**config.mk**
```make
export PLATFORM = sky130hd
export DESIGN_NAME = capfifo_top
export DESIGN_NICKNAME = d
export VERILOG_FILES = /design/src/rtl/capfifo_pkg.sv /design/src/rtl/capfifo_mem.sv /design/src/rtl/capfifo_holdoff.sv /design/src/rtl/capfifo_fmt.sv /design/src/rtl/capfifo_top.sv
export SDC_FILE = /design/constraint.sdc
export NUM_CORES = 1
export LEC_CHECK = 0
export BUFFER_PORTS_ARGS = -buffer_cell sky130_fd_sc_hd__buf_4
export CAP_MARGIN = 25
export CORE_MARGIN = 10
export CORE_UTILIZATION = 55
export CTS_CLUSTER_SIZE = 14
export DETAILED_ROUTE_END_ITERATION = 8
export PLACE_DENSITY = 0.79
export SLEW_MARGIN = 10
export SYNTH_ARGS = -nofsm -noshare
export SYNTH_HDL_FRONTEND = slang
export SYNTH_HIERARCHICAL = 1
export SYNTH_SLANG_ARGS = --single-unit
export TNS_END_PERCENT = 1
```
**constraint.sdc**
```tcl
create_clock -name clk_i -period 5.9 [get_ports clk_i]
set_input_delay 1.18 -clock clk_i [delete_from_list [all_inputs] [get_ports clk_i]]
set_output_delay 1.18 -clock clk_i [all_outputs]
set_load 0.01 [all_outputs]
```
**src/rtl/capfifo_pkg.sv**
```systemverilog
package capfifo_pkg;
  localparam int SMP_W = 20;
  localparam int BUS_W = 32;

  localparam int B_FLUSH  = 0;
  localparam int B_OVR_IE = 1;
  localparam int B_AV_IE  = 2;
  localparam int B_AV_DE  = 3;
  localparam int B_THR_LO = 4;
  localparam int B_THR_HI = 11;
  localparam int B_RES20  = 16;
  localparam int B_SEXT   = 24;
  localparam int B_DLY_EN = 25;
  localparam int B_DLY_LO = 26;
  localparam int B_DLY_HI = 27;
  localparam int B_RUN    = 28;

  localparam logic [BUS_W-1:0] CTL_RESET = 32'h0000_0400;
  localparam logic [BUS_W-1:0] CTL_MASK  = 32'h1F01_0FFE;

  typedef enum logic [1:0] {
    A_CTL  = 2'd0,
    A_STAT = 2'd1,
    A_DATA = 2'd2,
    A_NONE = 2'd3
  } reg_addr_e;
endpackage

```
**src/rtl/capfifo_mem.sv**
```systemverilog
module capfifo_mem #(
  parameter int DEPTH = 64,
  parameter int W     = 20,
  localparam int PTR_W = $clog2(DEPTH),
  localparam int CNT_W = $clog2(DEPTH + 1)
) (
  input  logic             clk_i,
  input  logic             rst_ni,
  input  logic             flush_i,
  input  logic             push_i,
  input  logic             pop_i,
  input  logic [W-1:0]     wdata_i,
  output logic [W-1:0]     rdata_o,
  output logic [CNT_W-1:0] count_o,
  output logic             full_o,
  output logic             empty_o
);
  logic [W-1:0]     mem_q [DEPTH];
  logic [PTR_W-1:0] wr_ptr_q, rd_ptr_q;
  logic [CNT_W-1:0] cnt_q;

  function automatic logic [PTR_W-1:0] nxt(input logic [PTR_W-1:0] p);
    return (p == PTR_W'(DEPTH - 1)) ? '0 : p + 1'b1;
  endfunction

  always_ff @(posedge clk_i) begin
    if (push_i && !flush_i) mem_q[wr_ptr_q] <= wdata_i;
  end

  always_ff @(posedge clk_i or negedge rst_ni) begin
    if (!rst_ni) begin
      wr_ptr_q <= '0;
      rd_ptr_q <= '0;
      cnt_q    <= '0;
    end else if (flush_i) begin
      wr_ptr_q <= '0;
      rd_ptr_q <= '0;
      cnt_q    <= '0;
    end else begin
      if (push_i) wr_ptr_q <= nxt(wr_ptr_q);
      if (pop_i)  rd_ptr_q <= nxt(rd_ptr_q);
      case ({push_i, pop_i})
        2'b10:   cnt_q <= cnt_q + 1'b1;
        2'b01:   cnt_q <= cnt_q - 1'b1;
        default: cnt_q <= cnt_q;
      endcase
    end
  end

  assign rdata_o = mem_q[rd_ptr_q];
  assign count_o = cnt_q;
  assign full_o  = (cnt_q == CNT_W'(DEPTH));
  assign empty_o = (cnt_q == '0);

  // occupancy never exceeds depth
  p_no_overflow_r3: assert property (@(posedge clk_i) disable iff (!rst_ni)
    cnt_q <= CNT_W'(DEPTH));
  // a push into a full FIFO only with a simultaneous pop
  p_push_full_r4: assert property (@(posedge clk_i) disable iff (!rst_ni)
    (push_i && full_o && !flush_i) |-> pop_i);
  // flush empties
  p_flush_empty_r2: assert property (@(posedge clk_i) disable iff (!rst_ni)
    flush_i |=> empty_o);
endmodule

```
**src/rtl/capfifo_holdoff.sv**
```systemverilog
module capfifo_holdoff #(
  parameter int DLY_UNIT = 5,
  localparam int CNT_W = $clog2(DLY_UNIT * 6 + 1)
) (
  input  logic       clk_i,
  input  logic       rst_ni,
  input  logic       en_i,
  input  logic       start_i,
  input  logic       dly_en_i,
  input  logic [1:0] sel_i,
  input  logic       tick_i,
  output logic       hold_o
);
  logic [CNT_W-1:0] cnt_q;
  logic [CNT_W-1:0] load_val;

  // 1, 2, 4, 6 units
  always_comb begin
    case (sel_i)
      2'd0:    load_val = CNT_W'(DLY_UNIT);
      2'd1:    load_val = CNT_W'(DLY_UNIT * 2);
      2'd2:    load_val = CNT_W'(DLY_UNIT * 4);
      default: load_val = CNT_W'(DLY_UNIT * 6);
    endcase
  end

  always_ff @(posedge clk_i or negedge rst_ni) begin
    if (!rst_ni)                      cnt_q <= '0;
    else if (start_i)                 cnt_q <= dly_en_i ? load_val : '0;
    else if (!en_i)                   cnt_q <= '0;
    else if (tick_i && cnt_q != '0)   cnt_q <= cnt_q - 1'b1;
  end

  assign hold_o = (cnt_q != '0);

  // hold-off armed by a delayed enable
  p_hold_arm_r11: assert property (@(posedge clk_i) disable iff (!rst_ni)
    (start_i && dly_en_i) |=> hold_o);
  // countdown never grows without a restart
  p_hold_mono_r11: assert property (@(posedge clk_i) disable iff (!rst_ni)
    !start_i |=> cnt_q <= $past(cnt_q));
endmodule

```
**src/rtl/capfifo_fmt.sv**
```systemverilog
module capfifo_fmt #(
  parameter int SMP_W = 20,
  parameter int BUS_W = 32
) (
  input  logic [SMP_W-1:0] entry_i,
  input  logic             valid_i,
  input  logic             res20_i,
  input  logic             sext_i,
  output logic [BUS_W-1:0] word_o
);
  localparam int NARROW = SMP_W - 4;

  logic [NARROW-1:0] narrow;
  assign narrow = entry_i[SMP_W-1:4];

  always_comb begin
    if (!valid_i)     word_o = '0;
    else if (res20_i) word_o = sext_i ? {{(BUS_W-SMP_W){entry_i[SMP_W-1]}}, entry_i}
                                      : {entry_i, {(BUS_W-SMP_W){1'b0}}};
    else              word_o = sext_i ? {{(BUS_W-NARROW){narrow[NARROW-1]}}, narrow}
                                      : {narrow, {(BUS_W-NARROW){1'b0}}};
  end
endmodule

```
**src/rtl/capfifo_top.sv**
```systemverilog
module capfifo_top
  import capfifo_pkg::*;
#(
  parameter int DEPTH    = 64,
  parameter int DLY_UNIT = 5,
  localparam int CNT_W = $clog2(DEPTH + 1)
) (
  input  logic             clk_i,
  input  logic             rst_ni,
  input  logic             reg_wr_i,
  input  logic             reg_rd_i,
  input  logic [1:0]       reg_addr_i,
  input  logic [31:0]      reg_wdata_i,
  output logic [31:0]      reg_rdata_o,
  input  logic             smp_valid_i,
  input  logic [19:0]      smp_data_i,
  input  logic             tick_i,
  output logic             irq_o,
  output logic             dma_req_o,
  output logic [CNT_W-1:0] fill_level_o
);
  logic [BUS_W-1:0] ctl_q, rdata_q, fmt_word;
  logic             ovr_q;
  logic             wr_ctl, wr_stat, rd_data, flush, start, run, hold;
  logic             smp_try, push, pop, full, empty, avail;
  logic [SMP_W-1:0] head;
  logic [CNT_W-1:0] count;
  logic [7:0]       thr;

  assign wr_ctl  = reg_wr_i && (reg_addr_i == A_CTL);
  assign wr_stat = reg_wr_i && (reg_addr_i == A_STAT);
  assign rd_data = reg_rd_i && (reg_addr_i == A_DATA);
  assign flush   = wr_ctl && reg_wdata_i[B_FLUSH];
  assign run     = ctl_q[B_RUN];
  assign start   = wr_ctl && reg_wdata_i[B_RUN] && !run;
  assign thr     = ctl_q[B_THR_HI:B_THR_LO];

  always_ff @(posedge clk_i or negedge rst_ni) begin
    if (!rst_ni)     ctl_q <= CTL_RESET;
    else if (wr_ctl) ctl_q <= reg_wdata_i & CTL_MASK;
  end

  capfifo_holdoff #(.DLY_UNIT(DLY_UNIT)) u_hold (
    .clk_i    (clk_i),
    .rst_ni   (rst_ni),
    .en_i     (run),
    .start_i  (start),
    .dly_en_i (reg_wdata_i[B_DLY_EN]),
    .sel_i    (reg_wdata_i[B_DLY_HI:B_DLY_LO]),
    .tick_i   (tick_i),
    .hold_o   (hold)
  );

  assign pop     = rd_data && !empty;
  assign smp_try = smp_valid_i && run && !hold && !flush;
  assign push    = smp_try && (!full || pop);

  capfifo_mem #(.DEPTH(DEPTH), .W(SMP_W)) u_mem (
    .clk_i   (clk_i),
    .rst_ni  (rst_ni),
    .flush_i (flush),
    .push_i  (push),
    .pop_i   (pop),
    .wdata_i (smp_data_i),
    .rdata_o (head),
    .count_o (count),
    .full_o  (full),
    .empty_o (empty)
  );

  always_ff @(posedge clk_i or negedge rst_ni) begin
    if (!rst_ni)                            ovr_q <= 1'b0;
    else if (flush)                         ovr_q <= 1'b0;
    else if (smp_try && full && !pop)       ovr_q <= 1'b1;
    else if (wr_stat && reg_wdata_i[0])     ovr_q <= 1'b0;
  end

  capfifo_fmt #(.SMP_W(SMP_W), .BUS_W(BUS_W)) u_fmt (
    .entry_i (head),
    .valid_i (!empty),
    .res20_i (ctl_q[B_RES20]),
    .sext_i  (ctl_q[B_SEXT]),
    .word_o  (fmt_word)
  );

  always_ff @(posedge clk_i or negedge rst_ni) begin
    if (!rst_ni) rdata_q <= '0;
    else if (reg_rd_i) begin
      case (reg_addr_i)
        A_CTL:   rdata_q <= ctl_q;
        A_STAT:  rdata_q <= {{(BUS_W-1){1'b0}}, ovr_q};
        A_DATA:  rdata_q <= fmt_word;
        default: rdata_q <= '0;
      endcase
    end
  end

  assign avail        = ({{(32-CNT_W){1'b0}}, count} > {24'b0, thr});
  assign irq_o        = (ovr_q && ctl_q[B_OVR_IE]) || (avail && ctl_q[B_AV_IE]);
  assign dma_req_o    = avail && ctl_q[B_AV_DE];
  assign fill_level_o = count;
  assign reg_rdata_o  = rdata_q;

  // flush bit never reads back set
  p_flush_selfclr_r2: assert property (@(posedge clk_i) disable iff (!rst_ni)
    (reg_rd_i && reg_addr_i == A_CTL) |=> !reg_rdata_o[B_FLUSH]);
  // flush drops the overrun flag
  p_flush_ovr_r2: assert property (@(posedge clk_i) disable iff (!rst_ni)
    flush |=> !ovr_q);
  // dropped sample raises overrun
  p_ovr_set_r4: assert property (@(posedge clk_i) disable iff (!rst_ni)
    (smp_try && full && !pop) |=> ovr_q);
  // empty read returns zero, level unchanged
  p_empty_read_r9: assert property (@(posedge clk_i) disable iff (!rst_ni)
    (rd_data && empty && !smp_try) |=> (reg_rdata_o == '0) && (fill_level_o == '0));
  // no growth while disabled
  p_idle_hold_r10: assert property (@(posedge clk_i) disable iff (!rst_ni)
    (!run && !flush) |=> fill_level_o <= $past(fill_level_o));
endmodule

```
==> impl_table.tex <==
\begin{tabular}{lr}
\hline
Metric & Value \\
\hline
\multicolumn{2}{l}{\textbf{CTS}} \\
\quad Worst skew pair latency & 0.73 ns \\
\quad Clock slew at the register clock pins of the worst setup and hold paths & 0.06 ns \\
\quad Post-CTS Setup Repair Bufs & 0 \\
\quad CTS tree & done \\
\quad Clock buffer count from CTS & 132 \\
\quad CTS Sinks & 1354 \\
\quad CTS root buf & clkbuf\_16 \\
\quad Number of buffers inserted for hold repair after clock tree synthesis & 0 \\
\quad Longest Clk Path Bufs & 3 \\
\quad Resize count post-CTS & 0 \\
\quad Number of levels in the clock H-tree & 4 \\
\multicolumn{2}{l}{\textbf{Finish}} \\
\quad Fill cell count & 6333 \\
\quad Area of combinational cells with multiple inputs & 12300 µm² \\
\quad Total area of sequential cells & 40300 µm² \\
\quad Final standard cell utilization of the core & 0.624 \\
\quad Final Net Count & 2949 \\
\quad Final Instance Area & 60400 µm² \\
\quad Count of placed standard cells in the final layout, fillers left out & 4259 \\
\quad Ratio of cells with drive above 1 in the final layout & 0.252 \\
\quad Area added between synthesis and finish & 12.5\% \\
\multicolumn{2}{l}{\textbf{Floorplan}} \\
\quad Area of the die & 110000 µm² \\
\quad Number of I/O pins & 101 \\
\quad Core Area & 96700 µm² \\
\quad Initial standard-cell utilization of the core & 0.555 \\
\quad X dimension of the die & 332 µm \\
\quad FP Rows & 114 \\
\quad Die Height & 332 µm \\
\multicolumn{2}{l}{\textbf{Critical path}} \\
\quad Kind of capture point of the worst setup path & register \\
\quad Element type at the critical path start & register \\
\quad FF-to-FF End & u\_mem/mem\_q[34][10]\$\_DFFE\_PP\_ \\
\quad Register-to-register setup slack & 1.10 ns \\
\quad Arrival time worst endpoint & 5.20 ns \\
\quad Reg-to-reg critical path startpoint & u\_hold/cnt\_q[0]\$\_DFFE\_PN0P\_ \\
\quad Critical path type & reg -> reg \\
\quad Required time worst endpoint & 6.31 ns \\
\quad Largest driver fanout on the critical path & 16 \\
\quad Logic depth of the worst register-to-register path & 10 \\
\multicolumn{2}{l}{\textbf{Timing}} \\
\quad Max-slew violation count & 0 \\
\quad Worst-case hold slack & 0.261 ns \\
\quad Final clock period utilization by the worst path & 0.813 \\
\quad Final hold violations & 0 \\
\quad Setup repair after global routing missed its margin & no \\
\quad Clock skew after layout & 0.0286 ns \\
\quad Post-route setup TNS & 0 ns \\
\quad Worst slew margin relative to its limit & 0.263 \\
\quad Final number of setup-violating endpoints & 0 \\
\quad Worst setup margin & 1.10 ns \\
\quad Worst Max-Slew Pin Slew & 1.10 ns \\
\quad Maximum clock frequency & 209 MHz \\
\quad Time the worst path needs with I/O delays and setup & 4.80 ns \\
\multicolumn{2}{l}{\textbf{Route}} \\
\quad DRC violation total after the first TritonRoute iteration & 3820 \\
\quad Vias per cell & 6.61 \\
\quad Antenna violation net count after detailed routing & 0 \\
\quad Wirelength per Cell & 30.8 µm \\
\quad Final WL & 131 mm \\
\quad Total via count in the routed design & 28167 \\
\quad First-pass detailed-route iteration total & 6 \\
\quad DRC errors left & 0 \\
\multicolumn{2}{l}{\textbf{Global route}} \\
\quad Total gr overflow & 0 \\
\quad Wire length of the first global-routing pass & 193 mm \\
\quad Largest net degree at the start of global routing & 106 \\
\quad Total routing usage reported by global routing & 0.235 \\
\quad Number of antenna violations at the first check in global routing & 4 \\
\quad Number of global-route vias before repair & 28182 \\
\multicolumn{2}{l}{\textbf{Synthesis}} \\
\quad Number of synthesis warnings & 6 \\
\quad Post-synth ARST share & 0.0547 \\
\quad Top cells by instance count after synthesis & edfxtp\_1 (1280), mux4\_2 (268), mux2i\_1 (126) \\
\quad Top FF cell, synth & edfxtp\_1 \\
\quad Number of distinct library cells after synthesis & 75 \\
\quad Fraction of post-synthesis cell area in the top cell type by area & 0.716 \\
\quad Synth area leaders & edfxtp\_1 (72\%), mux4\_2 (11\%), dfrtp\_1 (3.4\%) \\
\quad Number of flops mapped to enable cells by yosys & 1280 \\
\quad Post-Synthesis Cell Area & 53700 µm² \\
\quad Cell type with the highest aggregate area in the netlist & edfxtp\_1 \\
\quad Syn\_area\_per\_cell & 19.8 µm² \\
\quad Fraction of the yosys area taken by sequential cells & 0.751 \\
\quad Synth Register Bits & 1354 \\
\quad Number of nets produced by synthesis & 2780 \\
\quad Synth Instances & 2708 \\
\quad Leading cell type by number of instances after synthesis & edfxtp\_1 \\
\multicolumn{2}{l}{\textbf{Placement}} \\
\quad Routability cong. & 0.937 \\
\quad Count of placed standard cells including taps & 4013 \\
\quad Number of buffers inserted by port buffering & 86 \\
\quad Final HPWL DP & 75.6 mm \\
\quad Dpl cell area & 55900 µm² \\
\quad Pre-CTS WS & 0.846 ns \\
\multicolumn{2}{l}{\textbf{Pwr}} \\
\quad Cell leakage power & 19.4 nW \\
\quad Total power & 24.4 mW \\
\quad Power density relative to cell area & 404 nW/µm² \\
\quad Largest voltage drop on the vdd net & 0.318 mV \\
\multicolumn{2}{l}{\textbf{Worst hold path}} \\
\quad Worst hold-check path type & in -> async \\
\multicolumn{2}{l}{\textbf{Flow run}} \\
\quad Number of violations of the max-capacitance limit & 0 \\
\multicolumn{2}{l}{\textbf{Status}} \\
\quad Run status & finished, final reports clean \\
\hline
\end{tabular}
-- flip-flops by register name, indices dropped and copies added (netlist names) --
| register | flops |
|---|---|
| ctl_q | 17 |
| ovr_q | 1 |
| reg_rdata_o | 32 |
| u_hold/cnt_q | 5 |
| u_mem/count_o | 7 |
| u_mem/mem_q | 1280 |
| u_mem/rd_ptr_q | 6 |
| u_mem/wr_ptr_q | 6 |
-- cell usage in the layout (no fill, tap or decap), types with 8 or more instances in the layout --
cell type  instances
mux2_1             9
o21ai_0           56
dfrtp_1           69
buf_4            184
a211oi_1          21
a31oi_1           13
nand4_1           12
nand3_1           22
o31ai_1           10
clkbuf_1          31
a21oi_1           49
a221oi_1           8
nor2_1            72
edfxtp_1        1280
o22ai_1           45
mux4_1            12
inv_1             44
o211ai_1          17
a221o_1           12
bufinv_16         15
a22oi_1           56
nand2_1           86
mux2_2            27
mux2i_1          126
clkinv_2          16
o21ai_1           11
nand2b_1          31
clkinv_1          24
nor2b_1           10
nor2_2            46
mux4_2           268
o221ai_1          12
nand3b_1          11
ha_1              12
clkbuf_16        139
nor3_1            15
and4_1             8
-- cell families after synthesis --
kind of cell	Yosys count	synth area share
AOI/OAI and AO/OA	337	0.0426
xor gates and xnor gates	13	0.00212
adders and majority gates	12	0.00280
buffers and inverters	207	0.0214
DFF	1354	0.751
muxes	442	0.149
and+or+nand+nor	343	0.0307
-- worst max-delay path, stage by stage, from the launching register on --
cell     delay (ns)
dfrtp_1        0.42
inv_1          0.07
ha_1           0.21
or4b_1         0.62
or3_1          0.46
o21ba_1        0.30
nor2b_1        0.56
nor2b_1        0.32
nand2_1        0.66
nor2_2         0.51
buf_4          0.33
-- metal layers --
metal	global-route usage	vias up	wire length, µm
met5	0	-	10
met1	0.318	14541	48700
met3	0.0593	273	14600
li1	-	11466	-
met2	0.364	1885	62700
met4	0.0948	2	5290
-- report_power, final --
| group | total (mW) | switching, mW | internal [mW] |
|---|---|---|---|
| logic | 4.95 | 2.89 | 2.06 |
| clock network | 8.45 | 3.47 | 4.97 |
| registers | 11.0 | 0.328 | 10.7 |
| total | 24.4 | 6.69 | 17.7 |
-- how the worst max path moves through the flow --
| stage | start | end | slack (ns) | depth (start not counted) |
|---|---|---|---|---|
| 6_report | u_hold/cnt_q[0]$_DFFE_PN0P_ | u_mem/mem_q[34][10]$_DFFE_PP_ | 1.10 | 10 |
| 5_1_grt | u_hold/cnt_q[0]$_DFFE_PN0P_ | u_mem/mem_q[46][15]$_DFFE_PP_ | 1.01 | 10 |
| 4_1_cts | u_hold/cnt_q[0]$_DFFE_PN0P_ | u_mem/mem_q[34][10]$_DFFE_PP_ | 1.27 | 10 |
| 3_5_place_dp | reg_addr_i[1] | u_mem/mem_q[34][17]$_DFFE_PP_ | 0.85 | 10 |
| 3_3_place_gp | reg_addr_i[1] | u_mem/mem_q[46][6]$_DFFE_PP_ | 0.98 | 10 |
| 2_1_floorplan | reg_wr_i | u_mem/mem_q[48][0]$_DFFE_PP_ | 0.97 | 10 |
-- layout make-up --
cell class / instances / share of cell area
inverters: 47 / 0.00292
well taps: 1276 / 0.0265
clock buffers: 170 / 0.0596
multi-input cells: 1147 / 0.205
repair buffers: 195 / 0.0260
clock inverters: 66 / 0.0126
flip-flops and latches: 1354 / 0.668
diodes: 4 / 0.000166
Power figures use the tool's default switching activity.
